[src/rtl/msi_eq_pkg.sv]
package msi_eq_pkg;
  typedef enum logic [2:0] {
    ST_IDLE   = 3'b001,
    ST_ACTIVE = 3'b010,
    ST_ERROR  = 3'b100
  } eq_state_e;

  typedef enum logic [2:0] {
    RS_MAP    = 3'd0,
    RS_MSICLR = 3'd1,
    RS_CSET   = 3'd2,
    RS_CCLR   = 3'd3,
    RS_STATE  = 3'd4,
    RS_TAIL   = 3'd5,
    RS_HEAD   = 3'd6
  } reg_sel_e;

  localparam int BIT_VALID = 63;
  localparam int BIT_PEND  = 62;
  localparam int BIT_OFLOW = 57;
  localparam int BIT_EN    = 44;
  localparam int PTR_W     = 7;
  localparam int QNUM_W    = 6;

  localparam logic [6:0] FT_MSI32 = 7'h58;
  localparam logic [6:0] FT_MSI64 = 7'h78;

  typedef struct packed {
    logic              valid;
    logic              pend;
    logic [QNUM_W-1:0] eq;
  } map_ent_t;

  function automatic logic [63:0] mk_word0(input logic is64, input logic [15:0] rid,
                                           input logic [63:0] addr, input logic [31:0] data);
    return {1'b0, (is64 ? FT_MSI64 : FT_MSI32), 10'd1, addr[15:2], rid, data[15:0]};
  endfunction

  function automatic logic [63:0] mk_word1(input logic [63:0] addr, input logic [31:0] data);
    return {addr[63:16], data[31:16]};
  endfunction
endpackage

[src/rtl/msi_map_table.sv]
module msi_map_table
  import msi_eq_pkg::*;
#(
  parameter int NUM_MSI = 32,
  localparam int MSI_W = (NUM_MSI > 1) ? $clog2(NUM_MSI) : 1
) (
  input  logic              clk_i,
  input  logic              rst_ni,
  input  logic              set_pend_i,
  input  logic [MSI_W-1:0]  set_idx_i,
  input  logic              cfg_we_i,
  input  logic [MSI_W-1:0]  cfg_idx_i,
  input  logic              cfg_valid_i,
  input  logic [QNUM_W-1:0] cfg_eq_i,
  input  logic              clr_we_i,
  input  logic [MSI_W-1:0]  clr_idx_i,
  output map_ent_t          ents_o [NUM_MSI]
);
  map_ent_t ents_q [NUM_MSI];

  for (genvar i = 0; i < NUM_MSI; i++) begin : g_ent
    always_ff @(posedge clk_i or negedge rst_ni) begin
      if (!rst_ni) begin
        ents_q[i] <= '0;
      end else begin
        if (cfg_we_i && cfg_idx_i == MSI_W'(i)) begin
          ents_q[i].valid <= cfg_valid_i;
          ents_q[i].eq    <= cfg_eq_i;
        end
        if (set_pend_i && set_idx_i == MSI_W'(i)) ents_q[i].pend <= 1'b1;
        // software clear wins over a same-cycle set
        if (clr_we_i && clr_idx_i == MSI_W'(i)) ents_q[i].pend <= 1'b0;
      end
    end
    assign ents_o[i] = ents_q[i];


    pend_set_chk: assert property (@(posedge clk_i) disable iff (!rst_ni)
      (set_pend_i && set_idx_i == MSI_W'(i) && !(clr_we_i && clr_idx_i == MSI_W'(i)))
        |=> ents_q[i].pend);

    pend_clr_chk: assert property (@(posedge clk_i) disable iff (!rst_ni)
      (clr_we_i && clr_idx_i == MSI_W'(i)) |=> !ents_q[i].pend);
  end
endmodule

[src/rtl/msi_eq_queue.sv]
module msi_eq_queue
  import msi_eq_pkg::*;
#(
  parameter int EQ_ENTRIES = 8
) (
  input  logic             clk_i,
  input  logic             rst_ni,
  input  logic             push_i,
  input  logic             set_en_i,
  input  logic             dis_i,
  input  logic             clr_of_i,
  input  logic             head_we_i,
  input  logic [PTR_W-1:0] head_i,
  output logic             wr_ok_o,
  output eq_state_e        state_o,
  output logic [PTR_W-1:0] head_o,
  output logic [PTR_W-1:0] tail_o,
  output logic             oflow_o,
  output logic             nonempty_o
);
  localparam logic [PTR_W-1:0] LAST = PTR_W'(EQ_ENTRIES - 1);

  eq_state_e        state_q;
  logic [PTR_W-1:0] head_q, tail_q, tail_nxt;
  logic             oflow_q, active, full;

  assign active   = (state_q == ST_ACTIVE);
  assign tail_nxt = (tail_q == LAST) ? '0 : tail_q + PTR_W'(1);
  assign full     = (tail_nxt == head_q);
  assign wr_ok_o  = push_i && active && !full;

  always_ff @(posedge clk_i or negedge rst_ni) begin
    if (!rst_ni) begin
      state_q <= ST_IDLE;
      head_q  <= '0;
      tail_q  <= '0;
      oflow_q <= 1'b0;
    end else begin
      if (push_i && active) begin
        if (full) begin
          oflow_q <= 1'b1;
          state_q <= ST_ERROR;
        end else begin
          tail_q <= tail_nxt;
        end
      end
      if (set_en_i && state_q == ST_IDLE) state_q <= ST_ACTIVE;
      if (dis_i) state_q <= ST_IDLE;
      if (clr_of_i) begin
        oflow_q <= 1'b0;
        if (state_q == ST_ERROR) state_q <= ST_IDLE;
      end
      if (head_we_i) head_q <= head_i;
    end
  end

  assign state_o    = state_q;
  assign head_o     = head_q;
  assign tail_o     = tail_q;
  assign oflow_o    = oflow_q;
  assign nonempty_o = active && (head_q != tail_q);


  state_onehot_chk: assert property (@(posedge clk_i) disable iff (!rst_ni)
    $onehot(state_q));

  no_overflow_chk: assert property (@(posedge clk_i) disable iff (!rst_ni)
    (push_i && active && full && !clr_of_i && !dis_i)
      |=> (oflow_q && state_q == ST_ERROR && $stable(tail_q)));

  tail_hold_chk: assert property (@(posedge clk_i) disable iff (!rst_ni)
    !wr_ok_o |=> $stable(tail_q));

  tail_range_chk: assert property (@(posedge clk_i) disable iff (!rst_ni)
    tail_q <= LAST);
endmodule

[src/rtl/msi_eq_writer.sv]
module msi_eq_writer
  import msi_eq_pkg::*;
#(
  parameter int NUM_MSI    = 32,
  parameter int NUM_EQ     = 4,
  parameter int EQ_ENTRIES = 8,
  parameter int IDX_W      = 8,
  localparam int MSI_W = (NUM_MSI > 1) ? $clog2(NUM_MSI) : 1,
  localparam int EQ_W  = (NUM_EQ > 1) ? $clog2(NUM_EQ) : 1
) (
  input  logic              clk_i,
  input  logic              rst_ni,
  input  logic              msi_valid_i,
  input  logic              msi_is64_i,
  input  logic [15:0]       msi_rid_i,
  input  logic [63:0]       msi_addr_i,
  input  logic [31:0]       msi_data_i,
  input  logic              reg_we_i,
  input  logic [2:0]        reg_sel_i,
  input  logic [IDX_W-1:0]  reg_idx_i,
  input  logic [63:0]       reg_wdata_i,
  output logic [63:0]       reg_rdata_o,
  output logic              eq_wr_valid_o,
  output logic [EQ_W-1:0]   eq_wr_queue_o,
  output logic [PTR_W-1:0]  eq_wr_slot_o,
  output logic [63:0]       eq_wr_word0_o,
  output logic [63:0]       eq_wr_word1_o,
  output logic [NUM_EQ-1:0] eq_nonempty_o
);
  map_ent_t         ents [NUM_MSI];
  map_ent_t         ent;
  logic [15:0]      msi_num;
  logic [MSI_W-1:0] msi_idx;
  logic             go, any_ok;
  logic             idx_msi_ok, idx_eq_ok;
  logic [EQ_W-1:0]  ok_q;
  logic [NUM_EQ-1:0] push, wr_ok, set_en, dis, clr_of, head_we;
  eq_state_e        q_state [NUM_EQ];
  logic [PTR_W-1:0] q_head [NUM_EQ];
  logic [PTR_W-1:0] q_tail [NUM_EQ];
  logic             q_oflow [NUM_EQ];

  assign msi_num    = msi_data_i[15:0];
  assign msi_idx    = msi_num[MSI_W-1:0];
  assign ent        = ents[msi_idx];
  assign go         = msi_valid_i && (msi_num < 16'(NUM_MSI)) && ent.valid && !ent.pend
                      && (ent.eq < QNUM_W'(NUM_EQ));
  assign idx_msi_ok = reg_idx_i < IDX_W'(NUM_MSI);
  assign idx_eq_ok  = reg_idx_i < IDX_W'(NUM_EQ);

  msi_map_table #(.NUM_MSI(NUM_MSI)) u_map (
    .clk_i      (clk_i),
    .rst_ni     (rst_ni),
    .set_pend_i (any_ok),
    .set_idx_i  (msi_idx),
    .cfg_we_i   (reg_we_i && reg_sel_i == RS_MAP && idx_msi_ok),
    .cfg_idx_i  (reg_idx_i[MSI_W-1:0]),
    .cfg_valid_i(reg_wdata_i[BIT_VALID]),
    .cfg_eq_i   (reg_wdata_i[QNUM_W-1:0]),
    .clr_we_i   (reg_we_i && reg_sel_i == RS_MSICLR && idx_msi_ok && reg_wdata_i[BIT_PEND]),
    .clr_idx_i  (reg_idx_i[MSI_W-1:0]),
    .ents_o     (ents)
  );

  for (genvar q = 0; q < NUM_EQ; q++) begin : g_q
    logic sel_q;
    assign sel_q      = reg_we_i && idx_eq_ok && reg_idx_i == IDX_W'(q);
    assign push[q]    = go && ent.eq == QNUM_W'(q);
    assign set_en[q]  = sel_q && reg_sel_i == RS_CSET && reg_wdata_i[BIT_EN];
    assign dis[q]     = sel_q && reg_sel_i == RS_CCLR && reg_wdata_i[BIT_EN];
    assign clr_of[q]  = sel_q && reg_sel_i == RS_CCLR && reg_wdata_i[BIT_OFLOW];
    assign head_we[q] = sel_q && reg_sel_i == RS_HEAD;

    msi_eq_queue #(.EQ_ENTRIES(EQ_ENTRIES)) u_q (
      .clk_i     (clk_i),
      .rst_ni    (rst_ni),
      .push_i    (push[q]),
      .set_en_i  (set_en[q]),
      .dis_i     (dis[q]),
      .clr_of_i  (clr_of[q]),
      .head_we_i (head_we[q]),
      .head_i    (reg_wdata_i[PTR_W-1:0]),
      .wr_ok_o   (wr_ok[q]),
      .state_o   (q_state[q]),
      .head_o    (q_head[q]),
      .tail_o    (q_tail[q]),
      .oflow_o   (q_oflow[q]),
      .nonempty_o(eq_nonempty_o[q])
    );
  end

  assign any_ok = |wr_ok;

  always_comb begin
    ok_q = '0;
    for (int q = 0; q < NUM_EQ; q++) if (wr_ok[q]) ok_q = EQ_W'(q);
  end

  always_ff @(posedge clk_i or negedge rst_ni) begin
    if (!rst_ni) begin
      eq_wr_valid_o <= 1'b0;
      eq_wr_queue_o <= '0;
      eq_wr_slot_o  <= '0;
      eq_wr_word0_o <= '0;
      eq_wr_word1_o <= '0;
    end else begin
      eq_wr_valid_o <= any_ok;
      if (any_ok) begin
        eq_wr_queue_o <= ok_q;
        eq_wr_slot_o  <= q_tail[ok_q];
        eq_wr_word0_o <= mk_word0(msi_is64_i, msi_rid_i, msi_addr_i, msi_data_i);
        eq_wr_word1_o <= mk_word1(msi_addr_i, msi_data_i);
      end
    end
  end

  always_comb begin
    reg_rdata_o = '0;
    case (reg_sel_i)
      RS_MAP: if (idx_msi_ok) begin
        reg_rdata_o[BIT_VALID]    = ents[reg_idx_i[MSI_W-1:0]].valid;
        reg_rdata_o[BIT_PEND]     = ents[reg_idx_i[MSI_W-1:0]].pend;
        reg_rdata_o[QNUM_W-1:0]   = ents[reg_idx_i[MSI_W-1:0]].eq;
      end
      RS_STATE: if (idx_eq_ok) reg_rdata_o[2:0] = q_state[reg_idx_i[EQ_W-1:0]];
      RS_TAIL: if (idx_eq_ok) begin
        reg_rdata_o[BIT_OFLOW]  = q_oflow[reg_idx_i[EQ_W-1:0]];
        reg_rdata_o[PTR_W-1:0]  = q_tail[reg_idx_i[EQ_W-1:0]];
      end
      RS_HEAD: if (idx_eq_ok) reg_rdata_o[PTR_W-1:0] = q_head[reg_idx_i[EQ_W-1:0]];
      default: reg_rdata_o = '0;
    endcase
  end


  word0_fmt_chk: assert property (@(posedge clk_i) disable iff (!rst_ni)
    eq_wr_valid_o |-> (!eq_wr_word0_o[63] && eq_wr_word0_o[62:56] != 7'd0));

  wr_cause_chk: assert property (@(posedge clk_i) disable iff (!rst_ni)
    eq_wr_valid_o |-> $past(msi_valid_i));

  one_push_chk: assert property (@(posedge clk_i) disable iff (!rst_ni)
    $onehot0(wr_ok));
endmodule

[config.mk]
export PLATFORM = sky130hd
export DESIGN_NAME = msi_eq_writer
export DESIGN_NICKNAME = d
export VERILOG_FILES = /design/src/rtl/msi_eq_pkg.sv /design/src/rtl/msi_map_table.sv /design/src/rtl/msi_eq_queue.sv /design/src/rtl/msi_eq_writer.sv
export SDC_FILE = /design/constraint.sdc
export NUM_CORES = 1
export LEC_CHECK = 0
export CORE_MARGIN = 8
export CORE_UTILIZATION = 54
export DETAILED_ROUTE_END_ITERATION = 7
export PLACE_DENSITY_LB_ADDON = 0.05
export REMOVE_ABC_BUFFERS = 1
export SLEW_MARGIN = 15
export SYNTH_ARGS = -nofsm -noshare
export SYNTH_HDL_FRONTEND = slang
export SYNTH_HIERARCHICAL = 1
export SYNTH_SLANG_ARGS = --single-unit
export TNS_END_PERCENT = 50
[constraint.sdc]
create_clock -name clk_i -period 4.9 [get_ports clk_i]
set_input_delay 0.735 -clock clk_i [delete_from_list [all_inputs] [get_ports clk_i]]
set_output_delay 0.735 -clock clk_i [all_outputs]
set_load 0.01 [all_outputs]
==> metrics.cfg <==
[clock_network]
cts.repair.resized = 0
cts_hold_buf = 0
cts_setup_buffers = 0
cts-root-buf = clkbuf_16
cts_sinks = 450
cts_tree = yes
clk_latency_ns = 0.61
h-tree-depth = 2
cts_buffers = 48
clock_path_buffers = 3
clk_pin_slew_ns = 0.06

[final_layout]
area_growth_pct = 20.67
nFillCells = 3314
ff_latch_area_mm2 = 0.01127
instances_no_fill = 2768
multi_input_area_mm2 = 0.01169
num_antenna_cells = 0
layout-drive-gt1-share_pct = 31.11
design_area_mm2 = 0.02878
fin_nets = 2340

[power]
p_leak_nw = 13.10
power.density_mw_per_mm2 = 274.8
peakVddDrop_uv = 256.1
power_mw = 7.910

[timing]
hold_viol = 0
holdWs_ns = 0.1922
fin_crit_sh_pct = 89.78
finalSetupViolCount = 0
fmax_ghz = 0.2273
slew_viol_final = 0
clock_skew_ns = 0.03094
worst_pin_slew_ns = 1.093
min_period_ns = 4.399
maxSlewHeadroom_pct = 26.46
rsz0062_at_grt = no
setup_tns_ns = 0

[yosys]
yosys_warnings = 6
synth-xor-area-share_pct = 2.056
synth-seq-cells = 450
synth-compound-area-share_pct = 6.993
synth.mux.area_fraction_pct = 29.64
synth-seq-area-share_pct = 47.24
syn_inst = 1867
synth_top_family_by_area = multiplexers
synth_ff_type = dfrtp_1
synthAdderAreaFrac_pct = 0.2098
synth_top_area_cell = dfrtp_1
synth_area_leaders = dfrtp_1 (47%), mux2_2 (17%), mux4_2 (11%), a21oi_1 (2.8%), buf_4 (2.2%)
synth.avg_cell_area_um2 = 12.77
synth_cell_type_count = 77
syn_area_mm2 = 0.02385
synth_edf_count = 0
async_reset_ff_share_pct = 100.0
synthSimpleGateAreaFrac_pct = 9.018
synth_top_area_share_pct = 46.79

[floorplan]
start_util_pct = 54.29
io_pins = 398
dieArea_mm2 = 0.05115
fp-row-count = 77
die_x_um = 226.2
core_mm2 = 0.04393
die_y_um = 226.2

[placement]
dp_cells = 2686
place_congestion = 0.9073
hpwl_mm = 51.02
place_area_mm2 = 0.02722
port_buffers = 275

[routing]
drt-initial-drc-count = 1398
vias = 16870
via_per_inst = 6.094
totalWireLength_mm = 70.57
drc = 0
dr.pass1.iters = 5
wire_per_inst_um = 25.50
ant_nets = 0

[setup_path]
critPathTopFamily = buffers and inverters
path_max_fanout = 45
worstSetupEndpointType = primary output
crit_slowest_cell = clkdlybuf4s50_1
crit_path_max_incr_delay_ns = 0.57
cp.buffers_inverters = 3
cpMostUsedCell = mux4_2
cp_cell_sequence = buf_6 > buf_4 > mux4_2 > mux4_2 > mux2i_1 > o221ai_1 > clkdlybuf4s50_1
worstSetupStartpointType = input pin
crit_required_ns = 4.16
crit_type = input pin to primary output
crit_arrival_ns = 3.66

[global_route]
grt_overflow = 0
grt_pass1_vias = 17020
antenna_found_initial = 0
grt_pass1_wl_mm = 106.3
grt_max_degree = 115
grt_use_total_pct = 27.22

[flow_run]
max-cap-violations = 0

[status]
status = finished clean

[worst_hold_path]
hold_class = input pin to async pin

flip-flops by register name (all words and copies together), names as in the netlist:
name and count:
u_map/ents_o 256, g_q.u_q/head_o 28, eq_wr_word1_o 64, eq_wr_slot_o 7, eq_wr_word0_o 48, eq_wr_valid_o 1, g_q.u_q/state_o 12, g_q.u_q/oflow_o 4
eq_wr_queue_o 2, g_q.u_q/tail_o 28
layout make-up:
cell class | instances | share of cell area, %
clock inverters | 12 | 0.5304
well taps | 592 | 2.574
multi-input cells | 1263 | 40.61
flip-flops and latches | 450 | 39.14
clock buffers | 70 | 4.878
inverters | 32 | 0.4173
repair buffers | 349 | 11.85
per-stage QoR:
| stage | utilization (%) | setup WS [ns] |
|---|---|---|
| 5_1_grt | 65.51 | 0.3764 |
| 4_1_cts | 65.51 | 0.4896 |
| 3_3_place_gp | 61.97 | -0.02125 |
| 3_5_place_dp | 61.97 | -0.04992 |
| 2_1_floorplan | - | -5.587 |
| 6_report | 65.51 | 0.5007 |
placed cells by master (no fill, tap or decap), types with 7 or more instances in the layout:
| cell | instances |
|---|---|
| nand3_1 | 19 |
| clkbuf_8 | 12 |
| clkdlybuf4s50_1 | 269 |
| nand4_1 | 10 |
| nor2b_1 | 27 |
| nand4b_1 | 7 |
| mux2_2 | 359 |
| nand2b_1 | 13 |
| mux2i_1 | 20 |
| and3_1 | 22 |
| or3_1 | 7 |
| o21ai_0 | 38 |
| mux4_2 | 117 |
| inv_1 | 30 |
| mux2_4 | 8 |
| xor2_1 | 32 |
| o221ai_1 | 12 |
| nand2_1 | 84 |
| nor4b_1 | 12 |
| nor2_2 | 8 |
| xnor2_1 | 24 |
| clkbuf_16 | 48 |
| buf_12 | 9 |
| clkbuf_1 | 10 |
| nor3_1 | 17 |
| a211oi_1 | 7 |
| a21oi_1 | 132 |
| nor4_1 | 22 |
| conb_1 | 67 |
| dfrtp_1 | 446 |
| buf_4 | 66 |
| nor2_1 | 83 |
logic make-up after synthesis:
kind of cell               count (synthesis)
buffers and inverters                    220
DFF                                      450
adders and majority gates                  4
xor gates and xnor gates                  56
muxes                                    509
AOI/OAI and AO/OA                        247
and+or+nand+nor                          380
other                                      1
worst reg2reg max path, delay by kind of cell (launching register included):
kind / cells / cell delay (ns)
AND/OR/NAND/NOR: 3 / 1.20
AO/OA/AOI/OAI: 3 / 0.74
adder cells (fa/ha/maj): 1 / 0.37
multiplexers: 1 / 0.53
buffers and inverters: 2 / 0.60
flip-flops: 1 / 0.58
worst paths after layout:
check / start / endpoint / slack, ns / depth (start not counted)
min in group clk_i: eq_wr_word0_o[4] / eq_wr_word0_o[4] / 0.48 / 2
setup reg to reg: g_q[3].u_q/tail_o[0] / eq_wr_word1_o[24] / 0.77 / 10
hold / removal: rst_ni / g_q[0].u_q/tail_o[6] / 0.19 / 1
setup / recovery: reg_idx_i[0] / reg_rdata_o[1] / 0.50 / 7
hold reg to reg: eq_wr_word0_o[4] / eq_wr_word0_o[4] / 0.48 / 2
max in group asynchronous: rst_ni / u_map/ents_o[230] / 3.32 / 2
metal layers:
layer	vias to the layer above	part of all wire [%]	global-route usage (%)
li1	7363	-	-
met1	8680	40	34.72
met2	692	49	46.15
met3	132	7.3	5.233
met4	0	3.5	9.540
met5	-	0	0
synthesized netlist by cell type, types with 6 or more instances:
master and number:
nor2_2 8, a211oi_1 7, and3_1 22, clkbuf_1 80
o21a_1 6, nor3b_1 6, mux2_4 8, buf_4 71
nor3_1 17, nand3_1 19, dfrtp_1 446, nand2b_1 13
nand4_1 10, xnor2_1 24, o221ai_1 12, nor4bb_1 6
nor2_1 83, nand2_1 84, mux4_2 117, a21oi_1 132
mux2i_1 20, mux2_2 359, nor2b_1 27, nand4b_1 7
or4b_1 6, xor2_1 32, buf_2 30, inv_1 30
nor4b_1 12, or3_1 7, nor4_1 22, o21ai_0 38
where the power goes:
part / total, mW / switching [mW] / leakage, nW / internal (mW)
combinational: 0.529 / 0.312 / 6.10 / 0.217
clock: 3.63 / 1.50 / 0.767 / 2.13
sequential: 3.75 / 0.0159 / 6.23 / 3.73
total: 7.91 / 1.83 / 13.1 / 6.08
Power figures use the tool's default switching activity.
